`src/rtl/txq_pkg.sv`:
```
// Shared sizes for the two-strobe transmit word queue.
package txq_pkg;
    localparam int HALF_W  = 16;   // host bus width
    localparam int WORD_W  = 31;   // assembled word width
    localparam int DEPTH   = 8;    // words held
endpackage

```
`src/rtl/txq_half_assembler.sv`:
```
// Builds a word from two ordered host writes.
// Assumes: first half on ld_first, upper bits on ld_second from data[HI_W-1:0].
// A second half without a captured first half produces no push.
module txq_half_assembler #(
    parameter int HALF_W = 16,
    parameter int WORD_W = 31,
    localparam int HI_W  = WORD_W - HALF_W
) (
    input  logic              clk,
    input  logic              rst_n,
    input  logic              ld_first,
    input  logic              ld_second,
    input  logic [HALF_W-1:0] host_data,
    output logic              push_req,
    output logic [WORD_W-1:0] push_word
);
    logic              armed_q;
    logic [HALF_W-1:0] low_q;

    // Complete a word when the upper half meets a captured lower half.
    always_comb begin
        push_req  = ld_second && armed_q;
        push_word = {host_data[HI_W-1:0], low_q};
    end

    // Track the captured lower half; a new first half re-arms after completion.
    always_ff @(posedge clk) begin
        if (!rst_n) begin
            armed_q <= 1'b0;
            low_q   <= '0;
        end else begin
            if (ld_second) armed_q <= 1'b0;
            if (ld_first) begin
                armed_q <= 1'b1;
                low_q   <= host_data;
            end
        end
    end


    lo_arm_chk: assert property (@(posedge clk) disable iff (!rst_n)
        ld_first |=> (armed_q && low_q == $past(host_data)));

    lone_hi_chk: assert property (@(posedge clk) disable iff (!rst_n)
        (ld_second && !ld_first) |=> !armed_q);
endmodule

```
`src/rtl/txq_occupancy.sv`:
```
// Counts held words, decides which requests take effect and keeps the ready flag.
// Assumes push_req and pop_req are single-cycle requests evaluated each edge.
// When full, a pop wins and a simultaneous push is dropped.
module txq_occupancy #(
    parameter int DEPTH = 8,
    localparam int CNT_W = $clog2(DEPTH + 1)
) (
    input  logic clk,
    input  logic rst_n,
    input  logic push_req,
    input  logic pop_req,
    output logic push_ok,
    output logic pop_ok,
    output logic empty_q
);
    logic [CNT_W-1:0] cnt_q;
    logic [CNT_W-1:0] cnt_d;
    logic             full;

    // Accept decisions and next count.
    always_comb begin
        full    = (cnt_q == CNT_W'(DEPTH));
        pop_ok  = pop_req && !empty_q;
        push_ok = push_req && !full;
        cnt_d   = cnt_q;
        if (push_ok && !pop_ok) cnt_d = cnt_q + 1'b1;
        if (pop_ok && !push_ok) cnt_d = cnt_q - 1'b1;
    end

    // Register the count and the emptiness flag together.
    always_ff @(posedge clk) begin
        if (!rst_n) begin
            cnt_q   <= '0;
            empty_q <= 1'b1;
        end else begin
            cnt_q   <= cnt_d;
            empty_q <= (cnt_d == '0);
        end
    end


    cnt_bound_chk: assert property (@(posedge clk) disable iff (!rst_n)
        cnt_q <= CNT_W'(DEPTH));

    full_drop_chk: assert property (@(posedge clk) disable iff (!rst_n)
        (full && push_req && !pop_req) |=> (cnt_q == CNT_W'(DEPTH)));

    full_pop_win_chk: assert property (@(posedge clk) disable iff (!rst_n)
        (full && push_req && pop_req) |=> (cnt_q == CNT_W'(DEPTH - 1)));

    last_pop_ready_chk: assert property (@(posedge clk) disable iff (!rst_n)
        (cnt_q == CNT_W'(1) && pop_req && !push_req) |=> empty_q);

    push_clears_ready_chk: assert property (@(posedge clk) disable iff (!rst_n)
        (push_ok && !pop_ok) |=> !empty_q);
endmodule

```
`src/rtl/txq_ring_store.sv`:
```
// Circular word storage with separate read and write pointers.
// Assumes the caller only asserts wr_en/rd_en when accepted by the occupancy logic.
module txq_ring_store #(
    parameter int WORD_W = 31,
    parameter int DEPTH  = 8,
    localparam int PTR_W = (DEPTH > 1) ? $clog2(DEPTH) : 1
) (
    input  logic              clk,
    input  logic              rst_n,
    input  logic              wr_en,
    input  logic [WORD_W-1:0] wr_word,
    input  logic              rd_en,
    output logic [WORD_W-1:0] rd_word
);
    logic [PTR_W-1:0]  wr_ptr_q;
    logic [PTR_W-1:0]  rd_ptr_q;
    logic [WORD_W-1:0] slot_q [DEPTH];

    // Advance a pointer with wrap at DEPTH-1.
    function automatic logic [PTR_W-1:0] step_ptr(input logic [PTR_W-1:0] p);
        return (p == PTR_W'(DEPTH - 1)) ? '0 : p + 1'b1;
    endfunction

    // Move the pointers on accepted writes and reads.
    always_ff @(posedge clk) begin
        if (!rst_n) begin
            wr_ptr_q <= '0;
            rd_ptr_q <= '0;
        end else begin
            if (wr_en) wr_ptr_q <= step_ptr(wr_ptr_q);
            if (rd_en) rd_ptr_q <= step_ptr(rd_ptr_q);
        end
    end

    // One storage slot per entry, written only when the write pointer selects it.
    for (genvar g = 0; g < DEPTH; g++) begin : g_slot
        always_ff @(posedge clk) begin
            if (wr_en && wr_ptr_q == PTR_W'(g)) slot_q[g] <= wr_word;
        end
    end

    // Present the oldest entry.
    always_comb rd_word = slot_q[rd_ptr_q];


    hold_head_chk: assert property (@(posedge clk) disable iff (!rst_n)
        (!rd_en && !(wr_en && wr_ptr_q == rd_ptr_q)) |=> $stable(rd_word));
endmodule

```
`src/rtl/tx_word_queue.sv`:
```
// Top: two-strobe assembly into an eight-word queue feeding a serializer.
// Assumes synchronous active-low reset and a serializer that takes on word_take.
module tx_word_queue
    import txq_pkg::*;
(
    input  logic              clk,
    input  logic              rst_n,
    input  logic              ld_first,
    input  logic              ld_second,
    input  logic [HALF_W-1:0] host_data,
    output logic              word_valid,
    output logic [WORD_W-1:0] word_data,
    input  logic              word_take,
    output logic              tx_ready
);
    logic              push_req;
    logic [WORD_W-1:0] push_word;
    logic              push_ok;
    logic              pop_ok;
    logic              empty_q;

    txq_half_assembler #(.HALF_W(HALF_W), .WORD_W(WORD_W)) u_asm (
        .clk(clk), .rst_n(rst_n), .ld_first(ld_first), .ld_second(ld_second),
        .host_data(host_data), .push_req(push_req), .push_word(push_word)
    );

    txq_occupancy #(.DEPTH(DEPTH)) u_occ (
        .clk(clk), .rst_n(rst_n), .push_req(push_req), .pop_req(word_take),
        .push_ok(push_ok), .pop_ok(pop_ok), .empty_q(empty_q)
    );

    txq_ring_store #(.WORD_W(WORD_W), .DEPTH(DEPTH)) u_store (
        .clk(clk), .rst_n(rst_n), .wr_en(push_ok), .wr_word(push_word),
        .rd_en(pop_ok), .rd_word(word_data)
    );

    // Output flags follow the registered emptiness.
    always_comb begin
        tx_ready   = empty_q;
        word_valid = !empty_q;
    end


    reset_ready_chk: assert property (@(posedge clk)
        !rst_n |=> (tx_ready && !word_valid));

    take_empty_chk: assert property (@(posedge clk) disable iff (!rst_n)
        (tx_ready && !push_req) |=> tx_ready);
endmodule

```
`config.mk`:
```
export PLATFORM = sky130hd
export DESIGN_NAME = tx_word_queue
export DESIGN_NICKNAME = d
export VERILOG_FILES = /design/src/rtl/txq_pkg.sv /design/src/rtl/txq_half_assembler.sv /design/src/rtl/txq_occupancy.sv /design/src/rtl/txq_ring_store.sv /design/src/rtl/tx_word_queue.sv
export SDC_FILE = /design/constraint.sdc
export NUM_CORES = 1
export LEC_CHECK = 0
export ABC_CLOCK_PERIOD_IN_PS = 4050
export BUFFER_PORTS_ARGS = -buffer_cell sky130_fd_sc_hd__buf_4
export CAP_MARGIN = 20
export CORE_UTILIZATION = 35
export CTS_CLUSTER_SIZE = 30
export DETAILED_ROUTE_END_ITERATION = 12
export PLACE_DENSITY = 0.48
export SETUP_SLACK_MARGIN = 0.02
export SLEW_MARGIN = 20
export SYNTH_ARGS = -nofsm -noshare
export SYNTH_HDL_FRONTEND = slang
export SYNTH_HIERARCHICAL = 1
export SYNTH_SLANG_ARGS = --single-unit
```
`constraint.sdc`:
```
create_clock -name clk -period 4.05 [get_ports clk]
set_input_delay 0.6075 -clock clk [delete_from_list [all_inputs] [get_ports clk]]
set_output_delay 0.6075 -clock clk [all_outputs]
set_load 0.02 [all_outputs]
```
* Word-level counts from Yosys, hierarchy flattened *
Memories as Yosys holds them, arrays and structs flattened. A register that Yosys moved wholly into a read port is not among the register bits.
Index checks and enable logic that the tools add are counted.

operators by class
  muxes and demuxes = 45
  add/sub/neg operators = 4
  equality and inequality tests = 9
  reduce and logical (&&, ||, !) cells = 27

operators with widths
  operator                                                               count
  31-bit 2-to-1 mux                                                      7
  31-bit OR reduction                                                    7
  3-bit 2-to-1 mux                                                       11
  1-bit 2-to-1 mux                                                       25
  3-bit equality test, second input constant                             5
  1-bit logical AND                                                      13
  4-bit 2-to-1 mux                                                       2
  3-bit by 1-bit adder with 3-bit output, second input constant          2
  3-bit by 2-bit equality test with 1-bit output, second input constant  2
  4-bit by 1-bit adder with 4-bit output, second input constant          1
  4-bit equality test, second input constant                             1
  1-bit logical NOT                                                      4
  4-bit logical NOT                                                      1
  4-bit by 1-bit subtractor with 4-bit output, second input constant     1
  3-bit by 1-bit equality test with 1-bit output, second input constant  1
  3-bit logical NOT                                                      1
  2-bit nonzero test                                                     1

storage, ports and cells
  bits in registers = 28
  memories kept = 1
  RAM bits = 248
  logic and storage cells = 92
  output and inout bits = 33

memories
  name            words  width  rd ports  clocked after memory_dff  write ports  RTL line              source
  u_store.slot_q  8      31     1         1                         1            txq_ring_store.sv:17  logic [WORD_W-1:0] slot_q [DEPTH];

* Depth between registers and ports, before layout *
Gate-level depths: netlist (run 1).

  depth after elaboration = 14
  mapped depth = 7
  depth with buffers taken out = 7

* By module *
The synthesis (run 1) kept the hierarchy.

by module, submodules not included
  module              area an instance (um^2)  times used  cells each
  txq_ring_store      9990.8                   1           402
  txq_half_assembler  768.2                    1           70
  txq_occupancy       357.8                    1           37
  tx_word_queue       3.8                      1           1

* Least setup slack after synthesis (run 1) *
Ideal clock, no wire load.

  path type = input to register
  from = input ld_second
  to = memory u_store.slot_q[2][0], enable pin
  path buffers = 1
  library setup time = 0.419 ns
  data required time = 3.631 ns
  stages = 5
  data arrival time = 2.660 ns
  setup slack = 0.971 ns
  path through = and2_1 -> and2_4 -> clkbuf_1 -> nand2_1 -> nor2_1

on the way
  cells in the longest elaborated chain, start to end = 13

ends and longest elaborated chain
  what                                                                                 RTL line                  source
  start, declared                                                                      tx_word_queue.sv:9        input logic ld_second,
  1-bit logical AND (*)                                                                txq_half_assembler.sv:22  push_req = ld_second && armed_q;
  1-bit logical AND (*)                                                                txq_occupancy.sv:24       push_ok = push_req && !full;
  net push_ok                                                                          tx_word_queue.sv:18       logic push_ok;
  1-bit logical AND                                                                    txq_ring_store.sv:38      if (wr_en && wr_ptr_q == PTR_W'(g)) slot_q[g] <= wr_word;
  1-bit 2-to-1 mux                                                                     txq_ring_store.sv:38
  1-bit 2-to-1 mux (implied by the code)                                               txq_ring_store.sv:38
  31-bit OR reduction (no source line)                                                 n/a
  3-bit 2-to-1 mux (no source line) or 1-bit 2-to-1 mux (tied branches) (7 in series)  n/a
  end, declared                                                                        txq_ring_store.sv:17

Mark *: on every way through the listed nets, which the timed path passes. The rest lies on a longest branch.

==> reports/qor.yml, run 1 <==
status:
  status: "complete, no violations"
logic_synthesis:
  async_flop_share: 0
  synth_edf_count: 248
  synthCells: 510
  synthTopCellsByArea: "edfxtp_1 67%, mux4_1 15%, dfxtp_1 5.6%"
  syn_nets: 541
  syn_avg_cell_area_um2: 21.8
  yosysTopAreaCell: "edfxtp_1"
  ys_seq_area_frac: 0.725
  synth_flop_cell: "edfxtp_1"
  ys_warn_count: 6
  synth-seq-cells: 279
  netlist_area_um2: 11100
  synth_cell_types: 36
  synth_top_area_share: 0.670
pwr:
  powerDensity_nw_per_um2: 535
  ir_worst_vdd_uv: 298
  leakagePower_nw: 4.39
route:
  dr_wl_met2_um: 10900
  route.detailed.drc: 0
  ant_nets: 0
  wl_per_cell_um: 23.1
  firstDrtPassIters: 4
  drt-vias-per-instance: 5.07
  vias: 5021
  dr.max_layer_used: "met4"
  dr_wl_met3_um: 922
  initialDrtViolationCount: 270
  met1_length_um: 10600
  drt-total-wl_um: 22900
sta:
  finalSetupViolCount: 0
  fin_tns_setup_ns: 0
  slew_viol_final: 0
  period_needed_ns: 3.36
  rsz0062_at_grt: "false"
  slew_headroom: 0.503
  whs_ns: 0.297
  finalCritPeriodShare: 0.829
  hold_viol_final: 0
  timing.fmax_mhz: 298
  worst_slew_pin_slew_ns: 0.745
  finClkSkew_ns: 0.0197
setup_path:
  reg2reg_depth: 7
  critical_path.max_stage_delay_ns: 0.81
  critical_path_arrival_ns: 2.75
  r2r_end: "u_store/slot_q[2][2]"
  required_ns: 3.44
  startpoint_type: "register"
  cp_num_buf_inv: 2
  path_delay_family: "multiplexers"
  rr_startpoint: "u_occ/cnt_q[1]"
  crit_chain: "buf_12 -> mux4_1 -> mux2_2 -> buf_4"
  slowest_stage: "dfxtp_4"
  endpoint_kind: "output pin"
  critPathKind: "register to output pin"
  r2r_setup_slack_ns: 1.62
  worstPathMaxFanout: 37
die:
  die_x_um: 180
  core_um2: 30900
  io_pins: 54
  die_h_um: 180
  row_count: 64
  dieArea_um2: 32500
  initial_core_util: 0.360
global_route:
  grt_pass1_wl_um: 34200
  grt-ovfl-total: 0
  grt_max_degree: 41
  first_global_vias: 5250
  grt_antenna_before_repair: 0
  gr-usage-all-layers: 0.144
placement:
  gp_congestion: 0.661
  place_hpwl_um: 12100
  io_buffers: 53
  dpl_cell_area_um2: 11900
hold_path:
  hp-class: "primary input to register"
  worstHoldPathCells: 1
  hp-start: "host_data[12]"
  hold_end: "u_store/slot_q[6][28]"
final_layout:
  post-route-util: 0.419
  multi_input_area_um2: 2770
  drive_gt1_frac: 0.277
  final_area_um2: 13000
  fill_cells: 2707
  seq_area_um2: 8070
  antennaDiodeCount: 0
  finalNetCount: 602
  syn2layout_area_growth_pct: 16.5
clock_network:
  post_cts_buffers: 0
  post_cts_hold_buffer_count: 0
  cts_tree: "built"
  cts_resized: 0
  clk_transition_reported_paths_ns: 0.06
  cts.path.max_buffers: 3
  insertion_delay_ns: 0.56
  numCtsBuffers: 30
  h-tree-depth: 1
  root_buffer: "clkbuf_16"
  clkSinkCount: 279
run:
  maxCapViolations: 0
-- routing by layer --
metal	track usage	vias up
li1	-	2242
met1	0.200	2646
met2	0.237	97
met3	0.0216	36
met4	0.0349	0
met5	0	-
-- worst max path at each step --
stage          startpoint                   end  slack (ns)  depth (start not counted)
3_5_place_dp     register         word_data[19]        1.22                          4
5_1_grt          register         word_data[19]        0.58                          4
4_1_cts          register         word_data[19]        0.62                          4
6_report         register         word_data[11]        0.69                          4
2_1_floorplan   ld_second  u_store/slot_q[2][0]        0.97                          5
3_3_place_gp     register         word_data[19]        1.25                          4
-- per-stage QoR --
step,total power [mW],std cells,setup slack (ns)
finish,6.93,991,0.694
detailed placement,4.16,935,1.22
CTS,7.03,991,0.622
global placement,4.15,935,1.25
floorplan,3.91,510,0.971
global route,7.19,991,0.575
-- cell families after synthesis --
kind of cell,count (synthesis),share of synthesized area
AND/OR/NAND/NOR,50,0.0299
buffers and inverters,45,0.0271
flip-flops,279,0.725
XOR/XNOR,1,0.000788
multiplexers,114,0.197
adder cells (fa/ha/maj),10,0.0113
AO/OA/AOI/OAI,11,0.00866
-- cells in the final DEF (no fill, tap or decap), types with 2 or more instances in the layout --
cell	count
edfxtp_1	248
buf_4	62
mux4_1	62
clkbuf_16	32
mux2_2	31
dfxtp_1	28
nor2b_1	22
mux2i_1	21
ha_1	10
inv_1	9
clkbuf_1	6
clkinv_2	6
nand2_1	5
bufinv_16	4
and3_2	4
clkinvlp_4	3
o21a_1	3
buf_12	3
clkbuf_8	2
clkinv_4	2
and2_1	2
nor3_1	2
nor2_4	2
and2_2	2
nor3b_1	2
dfxtp_2	2
-- state kept, by name, summed over array words and instances (netlist names), named ones only --
name	count
u_asm/armed_q	1
u_asm/low_q	16
u_occ/cnt_q	4
u_occ/empty_q	1
u_store/rd_ptr_q	3
u_store/slot_q	248
u_store/wr_ptr_q	3
-- worst register-to-register path, stage by stage (launching register included) --
cell,delay [ns]
dfxtp_1,0.44
inv_1,0.07
ha_1,0.23
nand3b_4,0.12
and2_4,0.23
nand2_1,0.16
nor2_4,0.60
buf_12,0.28
-- synthesized netlist by cell type (2+ instances only) --
| cell type | count |
|---|---|
| and2_1 | 4 |
| and3_1 | 5 |
| buf_1 | 2 |
| buf_4 | 15 |
| buf_6 | 8 |
| clkbuf_1 | 10 |
| dfxtp_1 | 31 |
| edfxtp_1 | 248 |
| ha_1 | 10 |
| inv_1 | 9 |
| mux2_2 | 31 |
| mux2i_1 | 21 |
| mux4_1 | 62 |
| nand2_1 | 5 |
| nor2_1 | 3 |
| nor2b_1 | 22 |
| nor3_1 | 2 |
| nor3b_1 | 2 |
| o21a_1 | 3 |
-- report_power, final --
part	switching, mW	leakage, nW	total (mW)	internal (mW)
Clock	1.11	0.511	2.85	1.74
Combinational	0.364	1.37	0.774	0.409
Sequential	0.111	2.51	3.31	3.20
Total	1.58	4.39	6.93	5.35
-- layout make-up --
cell class / count / area share
clock buffer: 40 / 0.0656
sequential: 279 / 0.623
tap: 396 / 0.0382
multi-input combinational: 186 / 0.214
timing repair buffer: 65 / 0.0405
clock inverter: 16 / 0.0159
inverter: 9 / 0.00261
Note: power is estimated with default switching activity, not from simulation.
==> inputs of run 2 (changes only) <==
ABC_CLOCK_PERIOD_IN_PS = 2800   (was 4050)
PLACE_DENSITY = 0.5   (was 0.48)
clock period = 2.8 ns   (was 4.05 ns; I/O delays follow)
==> reports/qor.yml, run 2 (synthesized netlist as in run 1, its figures left out) <==
status:
  status: "complete, no violations"
clock_network:
  cts.path.max_buffers: 3  # unchanged
  numCtsBuffers: 30  # unchanged
  h-tree-depth: 1  # unchanged
  clkSinkCount: 279  # unchanged
  post_cts_hold_buffer_count: 0  # unchanged
  insertion_delay_ns: 0.55  # about the same
  clk_transition_reported_paths_ns: 0.06  # about the same
  cts_resized: 0  # unchanged
  root_buffer: "clkbuf_16"
  post_cts_buffers: 5  # +5
  cts_tree: "built"
route:
  drt-total-wl_um: 22300  # -2.9%
  wl_per_cell_um: 22.1  # -4.3%
  ant_nets: 0  # unchanged
  route.detailed.drc: 0  # unchanged
  vias: 5011  # -0.20%
  drt-vias-per-instance: 4.98  # -1.7%
  firstDrtPassIters: 4  # unchanged
  initialDrtViolationCount: 287  # +6.3%
setup_path:
  slowest_stage: "mux4_1"
  critPathKind: "register to output pin"
  critical_path_arrival_ns: 2.28  # -0.47 ns
  cp_num_buf_inv: 2  # unchanged
  path_delay_family: "multiplexers"
  required_ns: 2.38  # -1.06 ns
  critical_path.max_stage_delay_ns: 0.59  # -0.22 ns
  crit_chain: "buf_12 -> mux4_1 -> mux2_2 -> buf_4"
  endpoint_kind: "output pin"
  startpoint_type: "register"
  worstPathMaxFanout: 22  # -41%
final_layout:
  mostFrequentLayoutCells: "248 x edfxtp_1, 71 x buf_4, 62 x mux4_1, 31 x mux2_2, 30 x clkbuf_16"
  final_area_um2: 13000  # +0.41%
  syn2layout_area_growth_pct: 17.0
  finalNetCount: 617  # +2.5%
  antennaDiodeCount: 0  # unchanged
  post-route-util: 0.421  # +0.00170
  largest_reg_flops: 248  # unchanged
  final_cells: 1006  # +1.5%
  drive_gt1_frac: 0.270  # -0.00682
  regMostFlops: "u_store/slot_q"
  final_common_cell: "edfxtp_1"
  largest_registers: "u_store/slot_q: 248 flops, u_asm/low_q: 16 flops, u_occ/cnt_q: 4 flops"
sta:
  finClkSkew_ns: 0.0170  # -0.00266 ns
  whs_ns: 0.115  # -0.182 ns
  setup_ws_ns: 0.0983  # -0.596 ns
  fin_tns_setup_ns: 0  # unchanged
  slew_viol_final: 0  # unchanged
  slew_headroom: 0.682  # +0.179
  finalSetupViolCount: 0  # unchanged
  worst_slew_pin_slew_ns: 0.477  # -0.268 ns
  hold_viol_final: 0  # unchanged
  period_needed_ns: 2.70
  finalCritPeriodShare: 0.965
  rsz0062_at_grt: "false"
  timing.fmax_mhz: 370
hold_path:
  hp-class: "primary input to register"
placement:
  io_buffers: 53  # unchanged
  dpl_cell_area_um2: 12000  # +1.2%
  place_hpwl_um: 12600  # +4.0%
  dpl.cell_count: 945  # +1.1%
  post-place-ws_ns: 0.544  # -0.673 ns
  gp_congestion: 0.681  # +2.9%
pwr:
  powerDensity_nw_per_um2: 743  # +39%
  total_power_mw: 9.67  # +39%
  leakagePower_nw: 4.43  # +0.92%
  ir_worst_vdd_uv: 429  # +44%
global_route:
  grt_pass1_wl_um: 33800  # -1.2%
  grt-ovfl-total: 0  # unchanged
  met3_usage: 0.0216  # unchanged
  grt_busiest_layer: "met2"
  gr-usage-all-layers: 0.139  # -0.00442
  gr-usage-met1: 0.187  # -0.0128
  first_global_vias: 5387  # +2.6%
  met2_usage: 0.238  # +0.00109
  grt_antenna_before_repair: 0  # unchanged
  grt_max_degree: 35  # -15%
die:
  io_pins: 54  # unchanged
  row_count: 64  # unchanged
  die_x_um: 180  # unchanged
  die_h_um: 180  # unchanged
  core_um2: 30900  # unchanged
  dieArea_um2: 32500  # unchanged
  initial_core_util: 0.360  # unchanged
run:
  maxCapViolations: 0  # unchanged
## run 2: cell count changes in the layout (fill, tap and decap cells not counted), moves of 4 or more
cell	before	now
clkinv_1	0	8
buf_4	62	71
and3_2	4	0
and3_1	1	5
buf_12	3	9
## run 2: layer usage
| metal | vias to the layer above | share of wire |
|---|---|---|
| met5 | - | 0 |
| met2 | 97 | 0.49 |
| met1 | 2619 | 0.45 |
| met4 | 0 | 0.017 |
| li1 | 2265 | - |
| met3 | 30 | 0.038 |
## run 2: layout make-up
class / instances / area (um^2)
flip-flops and latches: 279 / 8070
multi-input cells: 186 / 2770
inverters: 9 / 33.8
fillers: 2687 / 17900
clock buffers: 37 / 777
clock inverters: 19 / 153
repair buffers: 80 / 713
well taps: 396 / 495
## run 2: path summary, 6_finish.rpt
| check | depth (start not counted) | startpoint | endpoint | slack [ns] |
|---|---|---|---|---|
| hold reg to reg | 2 | u_store/rd_ptr_q[1] | register | 0.55 |
| hold / removal | 1 | host_data[13] | u_store/slot_q[0][29] | 0.12 |
| setup / recovery | 4 | register | word_data[18] | 0.1 |
| setup reg to reg | 7 | u_occ/cnt_q[1] | u_store/slot_q[6][26] | 0.61 |
## run 2: worst reg2reg max path, cell delays in order (launching register included)
cell      delay (ns)
dfxtp_1         0.43
inv_1           0.07
ha_1            0.22
nand3b_4        0.12
and2_4          0.24
nand2_1         0.16
nor2_4          0.41
buf_12          0.24
## run 2: report_power, final
group	internal [mW]	switching (mW)
clock network	2.15	1.55
registers	4.63	0.0932
logic	0.639	0.601
total	7.42	2.25
==> inputs of run 3 (changes only) <==
ABC_AREA = 1   (was unset)
HOLD_SLACK_MARGIN = 0.12   (was unset)
SLEW_MARGIN = unset   (was 20)
==> reports/qor.yml, run 3 <==
status:
  status: "complete, no violations"
route:
  vias: 8023  # +60%
  route.detailed.drc: 0  # unchanged
  drt-vias-per-instance: 4.44  # -11%
  initialDrtViolationCount: 449  # +56%
  drt-total-wl_um: 28300  # +27%
  wl_per_cell_um: 15.7  # -29%
  firstDrtPassIters: 5  # +1
  ant_nets: 0  # unchanged
final_layout:
  mostFrequentLayoutCells: "425 x nand2_1, 273 x inv_1, 248 x edfxtp_1, 133 x nand3_1, 70 x buf_4"
  regMostFlops: "u_store/slot_q"
  largest_registers: "u_store/slot_q: 248 flops, u_asm/low_q: 16 flops, u_occ/cnt_q: 4 flops"
  syn2layout_area_growth_pct: 15.8
  largest_reg_flops: 248  # unchanged
  final_cells: 1806  # +80%
  final_common_cell: "nand2_1"
  final_area_um2: 14300  # +9.9%
  finalNetCount: 1357  # +120%
  fill_cells: 3355  # +25%
  drive_gt1_frac: 0.108  # -0.162
  post-route-util: 0.413  # -0.00806
  antennaDiodeCount: 0  # unchanged
clock_network:
  cts.path.max_buffers: 3  # unchanged
  clk_transition_reported_paths_ns: 0.06  # about the same
  h-tree-depth: 2  # +1
  clkSinkCount: 279  # unchanged
  insertion_delay_ns: 0.50  # -0.05 ns
  post_cts_hold_buffer_count: 0  # unchanged
  cts_resized: 0  # unchanged
  root_buffer: "clkbuf_16"
  numCtsBuffers: 34  # +13%
  cts_tree: "built"
  post_cts_buffers: 0  # -5
die:
  core_um2: 34600  # +12%
  initial_core_util: 0.357  # -0.00326
  row_count: 68  # +6.3%
  dieArea_um2: 36000  # +11%
  die_h_um: 190  # +5.3%
  die_x_um: 190  # +5.3%
  io_pins: 54  # unchanged
sta:
  finClkSkew_ns: 0.0219  # +0.00487 ns
  whs_ns: 0.183  # +0.0685 ns
  timing.fmax_mhz: 386  # +4.4%
  rsz0062_at_grt: "false"
  worst_slew_pin_slew_ns: 0.870  # +0.393 ns
  hold_viol_final: 0  # unchanged
  finalCritPeriodShare: 0.924  # -0.0407
  finalSetupViolCount: 0  # unchanged
  period_needed_ns: 2.59  # -0.114 ns
  setup_ws_ns: 0.212  # +0.114 ns
  fin_tns_setup_ns: 0  # unchanged
  slew_viol_final: 0  # unchanged
  slew_headroom: 0.420  # -0.262
setup_path:
  crit_path_end: "word_data[7]"
  r2r_end: "u_store/slot_q[2][11]"
  reg2reg_depth: 8  # +1
  critical_path_arrival_ns: 2.17  # -0.11 ns
  slowest_stage: "buf_4"
  rr_startpoint: "u_occ/cnt_q[0]"
  required_ns: 2.38  # about the same
  startpoint_type: "register"
  endpoint_kind: "output pin"
  critPathKind: "register to output pin"
  critical_path.max_stage_delay_ns: 0.67  # +0.08 ns
  r2r_setup_slack_ns: 0.46  # -0.15 ns
  worstPathMaxFanout: 62  # +180%
  crit_chain: "buf_4 -> nand3_1 -> nand2_1 -> nand2_1 -> nand2_1 -> buf_4"
  worst_path_most_repeated_cell: "nand2_1"
logic_synthesis:
  synth_most_common_cell: "nand2_1"
  yosysTopAreaCell: "edfxtp_1"
  ys_seq_area_frac: 0.653  # -0.0720
  synth-seq-cells: 279  # unchanged
  synth_top_area_share: 0.603  # -0.0664
  synthCells: 1278  # +150%
  synth_edf_count: 248  # unchanged
  netlist_area_um2: 12300  # +11%
  synth_cell_types: 26  # -28%
  synth_flop_cell: "edfxtp_1"
  ys_warn_count: 6  # unchanged
  synthTopCellsByArea: "edfxtp_1 60%, nand2_1 13%, inv_1 8.3%"
  yosys-top-cells-count: "425 x nand2_1, 274 x inv_1, 248 x edfxtp_1"
  syn_nets: 1309  # +140%
  syn_avg_cell_area_um2: 9.66  # -56%
  async_flop_share: 0  # unchanged
run:
  maxCapViolations: 0  # unchanged
hold_path:
  hp-class: "primary input to register"
placement:
  gp_congestion: 0.738  # +8.4%
  post-place-ws_ns: 0.459  # -0.0845 ns
  dpl.cell_count: 1745  # +85%
  dpl_cell_area_um2: 13200  # +9.8%
  io_buffers: 53  # unchanged
  place_hpwl_um: 16400  # +30%
global_route:
  gr-usage-all-layers: 0.162  # +0.0231
  first_global_vias: 8025  # +49%
  grt_pass1_wl_um: 45000  # +33%
  grt-ovfl-total: 0  # unchanged
  grt_antenna_before_repair: 0  # unchanged
  grt_max_degree: 125  # +260%
pwr:
  powerDensity_nw_per_um2: 792  # +6.6%
  total_power_mw: 11.3  # +17%
  leakagePower_nw: 6.53  # +47%
  ir_worst_vdd_uv: 360  # -16%
-- run 3: cell types whose count changed in the layout (fill, tap and decap cells not counted), moves of 22 or more --
cell and delta:
nor2_1 +41, nand2_1 +420, inv_1 +264, nor2b_1 -22, nand3_1 +132, mux2_2 -31, mux4_1 -62
-- run 3: cell type report --
class,count,area (um^2),area share
clock buffer,50,962,0.0673
timing repair buffer,77,666,0.0466
tap,455,569,0.0398
multi-input combinational,655,2860,0.200
sequential,279,8070,0.565
clock inverter,11,116,0.00814
inverter,279,1050,0.0734
-- run 3: critical path: cells and delay by family, from the launching register on --
family | cells | cell delay (ns)
buf+inv | 2 | 0.83
simple gates | 4 | 0.47
flops | 1 | 0.33
-- run 3: layer usage --
layer,share of wire,vias to the layer above,track usage
met2,0.48,115,0.277
met4,0.018,0,0.0406
met1,0.47,3815,0.215
met3,0.035,43,0.0253
met5,0,-,0
li1,-,4050,-
-- run 3: worst min-delay path by stage --
stage	start	cells after the start	to	slack, ns
after floorplan	u_asm/armed_q	2	u_asm/armed_q	0.45
after global placement	u_asm/armed_q	2	u_asm/armed_q	0.46
after detailed placement	u_asm/armed_q	2	u_asm/armed_q	0.46
after CTS	host_data[15]	3	u_asm/low_q[15]	0.16
after global routing	host_data[1]	1	u_store/slot_q[7][17]	0.17
final	ld_second	4	u_asm/armed_q	0.18
-- run 3: logic make-up (layout without fill, tap and decap cells) --
logic type	Yosys count	count (layout)	share of synthesized area
AOI/OAI and AO/OA	27	27	0.0118
xor gates and xnor gates	1	1	0.000710
adders and majority gates	10	10	0.0101
buffers and inverters	344	417	0.118
DFF	279	279	0.653
and+or+nand+nor	617	617	0.206
-- run 3: power by group --
group          internal, mW  total [mW]  switching, mW
logic                 0.785        2.37           1.58
clock network          2.58        4.23           1.66
registers              4.64        4.73         0.0872
